--- src/rtl/pot_bus_pkg.sv ---
package pot_bus_pkg;

    typedef enum logic [2:0] {
        PH_IDLE, PH_ADDR, PH_INSTR, PH_WDATA, PH_RDATA, PH_STEP, PH_IGNORE
    } phase_e;

    typedef enum logic [2:0] {
        RQ_NONE       = 3'd0,
        RQ_RD_WIPER   = 3'd1,
        RQ_WR_WIPER   = 3'd2,
        RQ_RD_STORE   = 3'd3,
        RQ_WR_STORE   = 3'd4,
        RQ_LOAD_WIPER = 3'd5,
        RQ_SAVE_WIPER = 3'd6,
        RQ_STEP       = 3'd7
    } req_e;

    localparam logic [3:0] TYPE_NIBBLE = 4'b0101;

endpackage

--- src/rtl/bus_line_sync.sv ---
module bus_line_sync #(
    parameter int STAGES = 2
) (
    input  logic clk,
    input  logic rst_n,
    input  logic scl_i,
    input  logic sda_i,
    output logic scl_s,
    output logic sda_s,
    output logic scl_rise,
    output logic scl_fall,
    output logic start_evt,
    output logic stop_evt
);
    logic [STAGES-1:0] scl_pipe_q, sda_pipe_q;
    logic              scl_prev_q, sda_prev_q;

    always_ff @(posedge clk or negedge rst_n) begin
        if (!rst_n) begin
            scl_pipe_q <= '1;
            sda_pipe_q <= '1;
            scl_prev_q <= 1'b1;
            sda_prev_q <= 1'b1;
        end else begin
            scl_pipe_q <= {scl_pipe_q[STAGES-2:0], scl_i};
            sda_pipe_q <= {sda_pipe_q[STAGES-2:0], sda_i};
            scl_prev_q <= scl_pipe_q[STAGES-1];
            sda_prev_q <= sda_pipe_q[STAGES-1];
        end
    end

    assign scl_s     = scl_pipe_q[STAGES-1];
    assign sda_s     = sda_pipe_q[STAGES-1];
    assign scl_rise  = scl_s & ~scl_prev_q;
    assign scl_fall  = ~scl_s & scl_prev_q;
    assign start_evt = scl_s & scl_prev_q & sda_prev_q & ~sda_s;
    assign stop_evt  = scl_s & scl_prev_q & ~sda_prev_q & sda_s;
endmodule

--- src/rtl/addr_match.sv ---
module addr_match (
    input  logic [7:0] abyte,
    input  logic [2:0] strap,
    input  logic       core_busy,
    output logic       ack_ok
);
    import pot_bus_pkg::*;
    logic hit;
    assign hit = (abyte[7:4] == TYPE_NIBBLE) && (abyte[3] == strap[2]) &&
                 (abyte[2] == strap[1]) && !abyte[1] && (abyte[0] == strap[0]);
    assign ack_ok = hit && !core_busy;
endmodule

--- src/rtl/op_decode.sv ---
module op_decode (
    input  logic [7:0] ibyte,
    output logic [2:0] op,
    output logic [2:0] next_phase,
    output logic       ok,
    output logic       issue_now
);
    import pot_bus_pkg::*;
    req_e   op_v;
    phase_e nx_v;

    always_comb begin
        op_v = RQ_NONE;
        nx_v = PH_IGNORE;
        case (ibyte[7:4])
            4'b1001: begin op_v = RQ_RD_WIPER;   nx_v = PH_RDATA;  end
            4'b1010: begin op_v = RQ_WR_WIPER;   nx_v = PH_WDATA;  end
            4'b1011: begin op_v = RQ_RD_STORE;   nx_v = PH_RDATA;  end
            4'b1100: begin op_v = RQ_WR_STORE;   nx_v = PH_WDATA;  end
            4'b1101: begin op_v = RQ_LOAD_WIPER; nx_v = PH_IGNORE; end
            4'b1110: begin op_v = RQ_SAVE_WIPER; nx_v = PH_IGNORE; end
            4'b0010: begin op_v = RQ_STEP;       nx_v = PH_STEP;   end
            default: begin op_v = RQ_NONE;       nx_v = PH_IGNORE; end
        endcase
    end

    assign op         = op_v;
    assign next_phase = nx_v;
    assign ok         = (op_v != RQ_NONE) && (ibyte[1:0] == 2'b00);
    assign issue_now  = ok && (op_v inside {RQ_RD_WIPER, RQ_RD_STORE,
                                           RQ_LOAD_WIPER, RQ_SAVE_WIPER});
endmodule

--- src/rtl/pot_bus_slave.sv ---
module pot_bus_slave #(
    parameter int SYNC_STAGES = 2,
    parameter int DATA_W      = 6,
    parameter int PTR_W       = 2
) (
    input  logic              clk,
    input  logic              rst_n,
    input  logic              scl_i,
    input  logic              sda_i,
    input  logic [2:0]        strap,
    input  logic              core_busy,
    input  logic [DATA_W-1:0] rd_data,
    output logic              sda_oe,
    output logic              req_valid,
    output logic [2:0]        req_op,
    output logic [PTR_W-1:0]  req_ptr,
    output logic [DATA_W-1:0] req_wdata
);
    import pot_bus_pkg::*;

    localparam int BYTE_W = 8;
    localparam int CNT_W  = $clog2(BYTE_W + 2);
    localparam logic [CNT_W-1:0] LAST_BIT = CNT_W'(BYTE_W);

    typedef struct packed {
        phase_e             phase;
        phase_e             nxt;
        logic               ack_slot;
        logic [CNT_W-1:0]   cnt;
        logic [BYTE_W-1:0]  sh;
        logic               oe;
        req_e               op;
        logic [PTR_W-1:0]   ptr;
        logic               step_pend;
        logic               step_up;
        logic               req_v;
        req_e               req_op;
        logic [PTR_W-1:0]   req_ptr;
        logic [DATA_W-1:0]  req_data;
    } st_t;

    st_t st_d, st_q;

    logic scl_s, sda_s, scl_rise, scl_fall, start_evt, stop_evt;
    logic addr_ok, op_ok, op_issue, addr_done;
    logic [2:0] dec_op, dec_nx;
    logic [BYTE_W-1:0] rd_byte;

    bus_line_sync #(.STAGES(SYNC_STAGES)) u_sync (
        .clk(clk), .rst_n(rst_n), .scl_i(scl_i), .sda_i(sda_i),
        .scl_s(scl_s), .sda_s(sda_s), .scl_rise(scl_rise), .scl_fall(scl_fall),
        .start_evt(start_evt), .stop_evt(stop_evt)
    );

    addr_match u_addr (
        .abyte(st_q.sh), .strap(strap), .core_busy(core_busy), .ack_ok(addr_ok)
    );

    op_decode u_dec (
        .ibyte(st_q.sh), .op(dec_op), .next_phase(dec_nx), .ok(op_ok),
        .issue_now(op_issue)
    );

    assign rd_byte = BYTE_W'(rd_data);

    always_comb begin
        st_d      = st_q;
        st_d.req_v = 1'b0;
        addr_done = 1'b0;
        if (stop_evt || start_evt) begin
            st_d.phase     = stop_evt ? PH_IDLE : PH_ADDR;
            st_d.ack_slot  = 1'b0;
            st_d.oe        = 1'b0;
            st_d.cnt       = '0;
            st_d.step_pend = 1'b0;
        end else if (scl_rise) begin
            case (st_q.phase)
                PH_ADDR, PH_INSTR, PH_WDATA: begin
                    if (!st_q.ack_slot && st_q.cnt < LAST_BIT) begin
                        st_d.sh  = {st_q.sh[BYTE_W-2:0], sda_s};
                        st_d.cnt = st_q.cnt + 1'b1;
                    end
                end
                PH_RDATA: if (!st_q.ack_slot) st_d.cnt = st_q.cnt + 1'b1;
                PH_STEP: begin
                    st_d.step_pend = 1'b1;
                    st_d.step_up   = sda_s;
                end
                default: ;
            endcase
        end else if (scl_fall) begin
            if (st_q.ack_slot) begin
                st_d.ack_slot = 1'b0;
                st_d.cnt      = '0;
                st_d.phase    = st_q.nxt;
                st_d.oe       = 1'b0;
                if (st_q.nxt == PH_RDATA) begin
                    st_d.sh = rd_byte;
                    st_d.oe = ~rd_byte[BYTE_W-1];
                end
            end else begin
                case (st_q.phase)
                    PH_ADDR: if (st_q.cnt == LAST_BIT) begin
                        addr_done     = 1'b1;
                        st_d.ack_slot = 1'b1;
                        st_d.oe       = addr_ok;
                        st_d.nxt      = addr_ok ? PH_INSTR : PH_IGNORE;
                    end
                    PH_INSTR: if (st_q.cnt == LAST_BIT) begin
                        st_d.ack_slot = 1'b1;
                        st_d.oe       = op_ok;
                        st_d.nxt      = op_ok ? phase_e'(dec_nx) : PH_IGNORE;
                        st_d.op       = req_e'(dec_op);
                        st_d.ptr      = st_q.sh[3:2];
                        if (op_issue) begin
                            st_d.req_v    = 1'b1;
                            st_d.req_op   = req_e'(dec_op);
                            st_d.req_ptr  = st_q.sh[3:2];
                            st_d.req_data = '0;
                        end
                    end
                    PH_WDATA: if (st_q.cnt == LAST_BIT) begin
                        st_d.ack_slot = 1'b1;
                        st_d.oe       = 1'b1;
                        st_d.nxt      = PH_IGNORE;
                        st_d.req_v    = 1'b1;
                        st_d.req_op   = st_q.op;
                        st_d.req_ptr  = st_q.ptr;
                        st_d.req_data = st_q.sh[DATA_W-1:0];
                    end
                    PH_RDATA: begin
                        if (st_q.cnt == LAST_BIT) begin
                            st_d.ack_slot = 1'b1;
                            st_d.oe       = 1'b0;
                            st_d.nxt      = PH_IGNORE;
                        end else begin
                            st_d.sh = {st_q.sh[BYTE_W-2:0], 1'b0};
                            st_d.oe = ~st_q.sh[BYTE_W-2];
                        end
                    end
                    PH_STEP: if (st_q.step_pend) begin
                        st_d.step_pend = 1'b0;
                        st_d.req_v     = 1'b1;
                        st_d.req_op    = RQ_STEP;
                        st_d.req_ptr   = st_q.ptr;
                        st_d.req_data  = DATA_W'(st_q.step_up);
                    end
                    default: ;
                endcase
            end
        end
    end

    always_ff @(posedge clk or negedge rst_n) begin
        if (!rst_n) begin
            st_q <= '{phase: PH_IDLE, nxt: PH_IDLE, op: RQ_NONE, req_op: RQ_NONE,
                      default: '0};
        end else begin
            st_q <= st_d;
        end
    end

    assign sda_oe    = st_q.oe;
    assign req_valid = st_q.req_v;
    assign req_op    = st_q.req_op;
    assign req_ptr   = st_q.req_ptr;
    assign req_wdata = st_q.req_data;
endmodule

--- config.mk ---
export PLATFORM = sky130hd
export DESIGN_NAME = pot_bus_slave
export DESIGN_NICKNAME = d
export VERILOG_FILES = /design/src/rtl/pot_bus_pkg.sv /design/src/rtl/bus_line_sync.sv /design/src/rtl/addr_match.sv /design/src/rtl/op_decode.sv /design/src/rtl/pot_bus_slave.sv
export SDC_FILE = /design/constraint.sdc
export NUM_CORES = 1
export LEC_CHECK = 0
export BUFFER_PORTS_ARGS = -buffer_cell sky130_fd_sc_hd__buf_2
export CAP_MARGIN = 5
export CORE_MARGIN = 2
export CORE_UTILIZATION = 60
export DETAILED_ROUTE_END_ITERATION = 8
export GPL_ROUTABILITY_DRIVEN = 0
export PLACE_DENSITY_LB_ADDON = 0.15
export REMOVE_ABC_BUFFERS = 1
export SYNTH_ARGS = -nofsm -noshare
export SYNTH_HDL_FRONTEND = slang
export SYNTH_SLANG_ARGS = --single-unit
--- constraint.sdc ---
create_clock -name clk -period 3.6 [get_ports clk]
set_input_delay 0 -clock clk [delete_from_list [all_inputs] [get_ports clk]]
set_output_delay 0 -clock clk [all_outputs]
set_load 0.02 [all_outputs]
[After elaboration in Yosys (flattened, before gate mapping)]
Index checks and enable logic that the tools add are counted.
Word-level totals
  flip-flop bits (word level): 45
  bits in latches: 0
  memory bits (writable): 0
  bits in read-only memories: 0
  input bits: 14
  output and inout bits: 13
  word-level logic and storage cells: 162
  memories: 0
Operators by class
  add/subtract/negate cells: 1
  $mul: 0
  divide/modulo/power cells: 0
  magnitude comparators: 1
  equal/unequal tests: 40
  shift operators: 0
  muxes and demuxes: 48
  bitwise operators: 15
  reduce and logical (&&, ||, !) cells: 39
Operator list (count)
  $mux 12: 10
  $pmux 12 s3: 1
  $eq 4x4->1 const B: 7
  $mux 26: 1
  $mux 8: 3
  $pmux 3 s7: 1
  $mux 4: 5
  $ne 4x4->1 const B: 5
  $mux 6: 3
  $mux 9: 2
  $reduce_bool 3->1: 6
  $eq 3x3->1 const B: 5
  $mux 3: 5
  $pmux 4 s3: 1
  $reduce_and 6->1: 2
  $mux 5: 2
  $ne 2x2->1 const B: 5
  $eq 3x2->1 const B: 3
  $mux 1: 9
  $pmux 3 s3: 1
  $reduce_and 3->1: 3
  $reduce_and 9->1: 1
  $logic_and 1x1->1: 8
  $ne 2x1->1 const B: 4
  other kinds (27): 51

[Longest topological paths before layout]
  depth in word-level cells: 13
  mapped depth: 9

[Cells and area by module]
Synthesis repeated with hierarchy kept, for this count alone.
Unflattened totals
  cells, all modules: 251
  area total of the unflattened synthesis: 2698.8 um^2
By module, submodules not included
  pot_bus_slave: instances 1, cells an instance 207, area an instance 2230.9 um^2, sequential area each 975.9 um^2
  op_decode: instances 1, cells an instance 28, area an instance 216.5 um^2, sequential area each 0.0 um^2
  bus_line_sync: instances 1, cells an instance 10, area an instance 190.2 um^2, sequential area each 157.7 um^2
  addr_match: instances 1, cells an instance 6, area an instance 61.3 um^2, sequential area each 0.0 um^2

[Worst setup path before layout]
No wires, ideal clock.
  path type: register to register
  start: register u_sync.scl_prev_q
  end: register st_q, in the netlist req_op[0]
  arrival time: 1.965 ns
  data required time: 3.475 ns
  path slack: 1.510 ns
  cell stages (with the launch flop): 9
  path buffers: 2
  cells stage by stage: dfstp_2 -> inv_1 -> ha_1 -> nor2b_1 -> clkbuf_1 -> o2111a_1 -> o21ai_2 -> buf_6 -> mux2_4
Between the ends
  cells in the longest elaborated chain, start to end: 6
Ends and longest elaborated chain
  start: declaration: line bus_line_sync.sv:16  | logic scl_prev_q, sda_prev_q;
  start signal: assignment: line bus_line_sync.sv:27  | scl_prev_q <= scl_pipe_q[STAGES-1];
  $and 1x1->1: line bus_line_sync.sv:36, bus_line_sync.sv:37
  $and 1x1->1, on equally long branches (2 in series): line bus_line_sync.sv:37, bus_line_sync.sv:36
  $logic_or 1x1->1: line pot_bus_slave.sv:70  | if (stop_evt || start_evt) begin
  $not 1->1 (no line)
  $reduce_and 9->1 (no line) *
  end signal: assignment: line pot_bus_slave.sv:156  | st_q <= '{phase: PH_IDLE, nxt: PH_IDLE, op: RQ_NONE, req_op: RQ_NONE,
  end signal: assignment: line pot_bus_slave.sv:159  | st_q <= st_d;
  end: declaration: line pot_bus_slave.sv:42  | st_t st_d, st_q;
Mark *: on every way between the ends. The rest lies on a longest branch, timed or not.
A chain may end at the register's enable or synchronous reset.

[Worst setup path in the final report]
Same ends and word-level chain as after synthesis.

==> flow_metrics.py <==
metrics = {
    "synthesis": {
        "syn_area_per_cell_sq_um": 9.80,
        "synthesis.area_sq_mm": 0.00258,
        "yosysSeqAreaShare_pct": 44.0,
        "synth-seq-cells": 45,
        "yosys_warnings": 0,
        "synth_top_area_share_pct": 37.9,
        "syn_inst": 263,
        "post-synth-top-area-cell": "dfrtp_1",
        "synthTopCellsByArea": "dfrtp_1 (38%), dfstp_2 (6.1%), nand2_1 (4.4%)",
        "synth_edf_count": 0,
        "ys_types": 60,
        "async_flop_share_pct": 100,
        "ys.flop_type": "dfrtp_1",
    },
    "power": {
        "p_per_area_mw_per_mm2": 440,
        "total_leakage_power_nw": 1.27,
        "irDropWorstVdd_v": 0.000326,
    },
    "clock_network": {
        "clk_latency_ps": 300,
        "cts_tree": "built",
        "cts_root_buf": "clkbuf_8",
        "numCtsBuffers": 5,
        "numClockSinks": 45,
        "post_cts_resized": 0,
        "htree_num_levels": 2,
        "clk_pin_slew_ps": 90,
        "clockBufferDepth": 2,
        "postCtsSetupBuffers": 0,
    },
    "worst_setup_path": {
        "crit_chain": "inv_1, ha_1, nor2b_1, o2111a_1, o21ai_2, mux2_4",
        "reg2reg_from": "u_sync.scl_prev_q",
        "cp.buffers_inverters": 1,
        "slowest_stage": "dfstp_2",
        "worst_setup_path_end_kind": "flop",
        "arrival_ps": 2740,
        "critPathLaunchType": "flop",
        "worstPathRequired_ps": 3800,
        "cpLargestDelayFamily": "compound AO/OA/AOI/OAI gates",
        "critPathKind": "reg -> reg",
        "startpoint": "u_sync.scl_prev_q",
        "cp_max_fo": 13,
        "max_stage_delay_ps": 560,
    },
    "floorplan": {
        "initial_core_util_pct": 63.5,
        "io_pins": 27,
        "die_w_microns": 69.5,
        "die_y_microns": 69.5,
        "core_sq_mm": 0.00406,
        "num_rows": 23,
        "dieArea_sq_mm": 0.00484,
    },
    "drt": {
        "routed_wl_mm": 5.69,
        "vias": 2034,
        "vias_per_cell": 6.24,
        "wire_per_inst_microns": 17.4,
        "postRouteAntennaNets": 0,
        "drt_first_pass_iters": 4,
        "drt_iter0_markers": 192,
        "post-route-drc-count": 0,
    },
    "timing": {
        "min_period_over_period_pct": 70.6,
        "slew_headroom_pct": 33.9,
        "finalCriticalPeriod_ps": 2540,
        "whs_ps": 15.1,
        "setup_violations": 0,
        "skew_ps": 8.87,
        "fmax_mhz": 393,
        "rsz0062_at_grt": "false",
        "finalHoldViolations": 0,
        "finalSetupTns_ps": 0,
        "worstMarginPinSlew_ps": 992,
        "drv_slew": 0,
    },
    "grt": {
        "antenna_found_initial": 0,
        "grt_max_degree": 46,
        "grt_overflow": 0,
        "grt_usage_pct": 25.5,
        "first_global_vias": 1932,
        "grt_pass1_wl_mm": 9.69,
    },
    "hold_path": {
        "worstHoldStart": "rd_data[5]",
        "hold_path.class": "in -> reg",
    },
    "final_layout": {
        "diodes": 0,
        "areaGrowthSynthToFinish_pct": 7.33,
        "layout.nets": 294,
        "drive_gt1_share_pct": 22.1,
        "utilization_pct": 68.2,
        "fillerInstances": 323,
    },
    "place": {
        "portBuffers": 26,
        "dp_hpwl_mm": 3.87,
    },
    "flow_run": {
        "drv_cap": 0,
    },
    "status": {
        "status": "finished, final reports clean",
    },
}
[cells by family (layout without fill, tap and decap cells)]
family                     Yosys count  in the layout  synth area share [%]
AOI/OAI and AO/OA                   73             73                  21.1
xor gates and xnor gates             8              8                  2.72
adders and majority gates            5              5                  2.43
buffers and inverters               35             48                  7.82
DFF                                 45             45                  44.0
muxes                                7              7                  3.35
and+or+nand+nor                     90             90                  18.6
[tightest hold or removal path: stages]
cell,delay (ps)
buf_2,90
a22oi_1,70
o21ai_1,110
[timing repair]
item	CTS	global route
setup endpoints to repair	0	0
hold endpoints to repair	42	0
hold buffers	4	0
[per-stage QoR]
stage          worst slack [ps]  power [mW]  area (sq um)  std cells
6_report                   1060        1.22          2770        326
5_1_grt                     880        1.28          2770        326
4_1_cts                    1090        1.22          2770        326
3_5_place_dp               1100       0.818          2610        314
3_3_place_gp               1190       0.815          2610        314
2_1_floorplan              1400       0.751          2410        237
[sequential cells by signal (all words and copies together), names as in the netlist]
register / flops
u_sync.scl_pipe_q: 2
req_wdata: 6
req_ptr: 2
u_sync.sda_prev_q: 1
u_sync.sda_pipe_q: 2
req_valid: 1
u_sync.scl_prev_q: 1
req_op: 3
sda_oe: 1
st_q: 26
[path summary, 6_finish.rpt]
kind	slack, ps	to	depth (start not counted)
max reg2reg	1060	req_op[0]	6
min reg2reg	360	u_sync.scl_pipe_q[1]	0
min	20	st_q[25]	3
max	1060	req_op[0]	6
min in group asynchronous	400	st_q[34]	2
max in group asynchronous	2590	st_q[25]	2
[layer usage]
metal | vias up | routed length (microns) | track usage, %
li1 | 968 | - | -
met1 | 991 | 2730 | 38.1
met2 | 67 | 2560 | 37.8
met3 | 8 | 309 | 4.80
met4 | 0 | 80 | 8.06
met5 | - | 0 | 0
[layout make-up]
cell class              instances  area (sq um)  area share [%]
multi-input cells             183          1240            44.9
flip-flops and latches         45          1130            41.0
inverters                       9          33.8            1.22
clock inverters                 1          30.0            1.09
clock buffers                   7          86.3            3.12
well taps                      50          62.6            2.26
repair buffers                 31           178            6.42
[layout by cell type (no fill, tap or decap), drive strengths merged, types with 4 or more instances in the layout]
cell type | synthesis | final
dfrtp | 39 | 39
nand2 | 30 | 30
buf | 18 | 27
nor2 | 17 | 17
o21ai | 17 | 17
a21oi | 12 | 12
inv | 9 | 9
nand3 | 9 | 9
clkbuf | 8 | 7
mux2 | 7 | 7
a22oi | 6 | 6
a21bo | 6 | 6
dfstp | 6 | 6
xor2 | 5 | 5
a22o | 5 | 5
ha | 5 | 5
nor3 | 4 | 4
o31ai | 4 | 4
dlygate4sd3 | 0 | 4
[where the power goes]
group | leakage [nW] | switching [mW] | internal [mW]
Combinational | 0.628 | 0.109 | 0.0849
Clock | 0.0585 | 0.175 | 0.226
Sequential | 0.587 | 0.0806 | 0.542
[cell usage after synthesis, types with 2 or more instances]
| library cell | count |
|---|---|
| a31oi_1 | 2 |
| buf_2 | 2 |
| nand4_1 | 3 |
| dfrtp_1 | 39 |
| mux2_4 | 2 |
| o21ai_0 | 13 |
| nand2_1 | 30 |
| nor3b_1 | 2 |
| clkbuf_1 | 8 |
| or4b_1 | 2 |
| nor3_1 | 4 |
| nor2_1 | 17 |
| xnor2_1 | 3 |
| buf_4 | 12 |
| ha_1 | 5 |
| a32o_1 | 2 |
| nor4_1 | 2 |
| inv_1 | 9 |
| nand3_1 | 9 |
| o21ai_2 | 2 |
| and2_1 | 3 |
| xor2_1 | 5 |
| and3b_1 | 2 |
| a22o_1 | 5 |
| mux2_2 | 5 |
| a21bo_2 | 6 |
| a221o_1 | 3 |
| o32ai_1 | 2 |
| o21ai_1 | 2 |
| a32oi_1 | 2 |
| a21oi_1 | 12 |
| nor2b_1 | 3 |
| buf_6 | 3 |
| o31ai_1 | 4 |
| a22oi_1 | 6 |
| nand2b_1 | 3 |
| dfstp_2 | 6 |
Power figures use the tool's default switching activity.
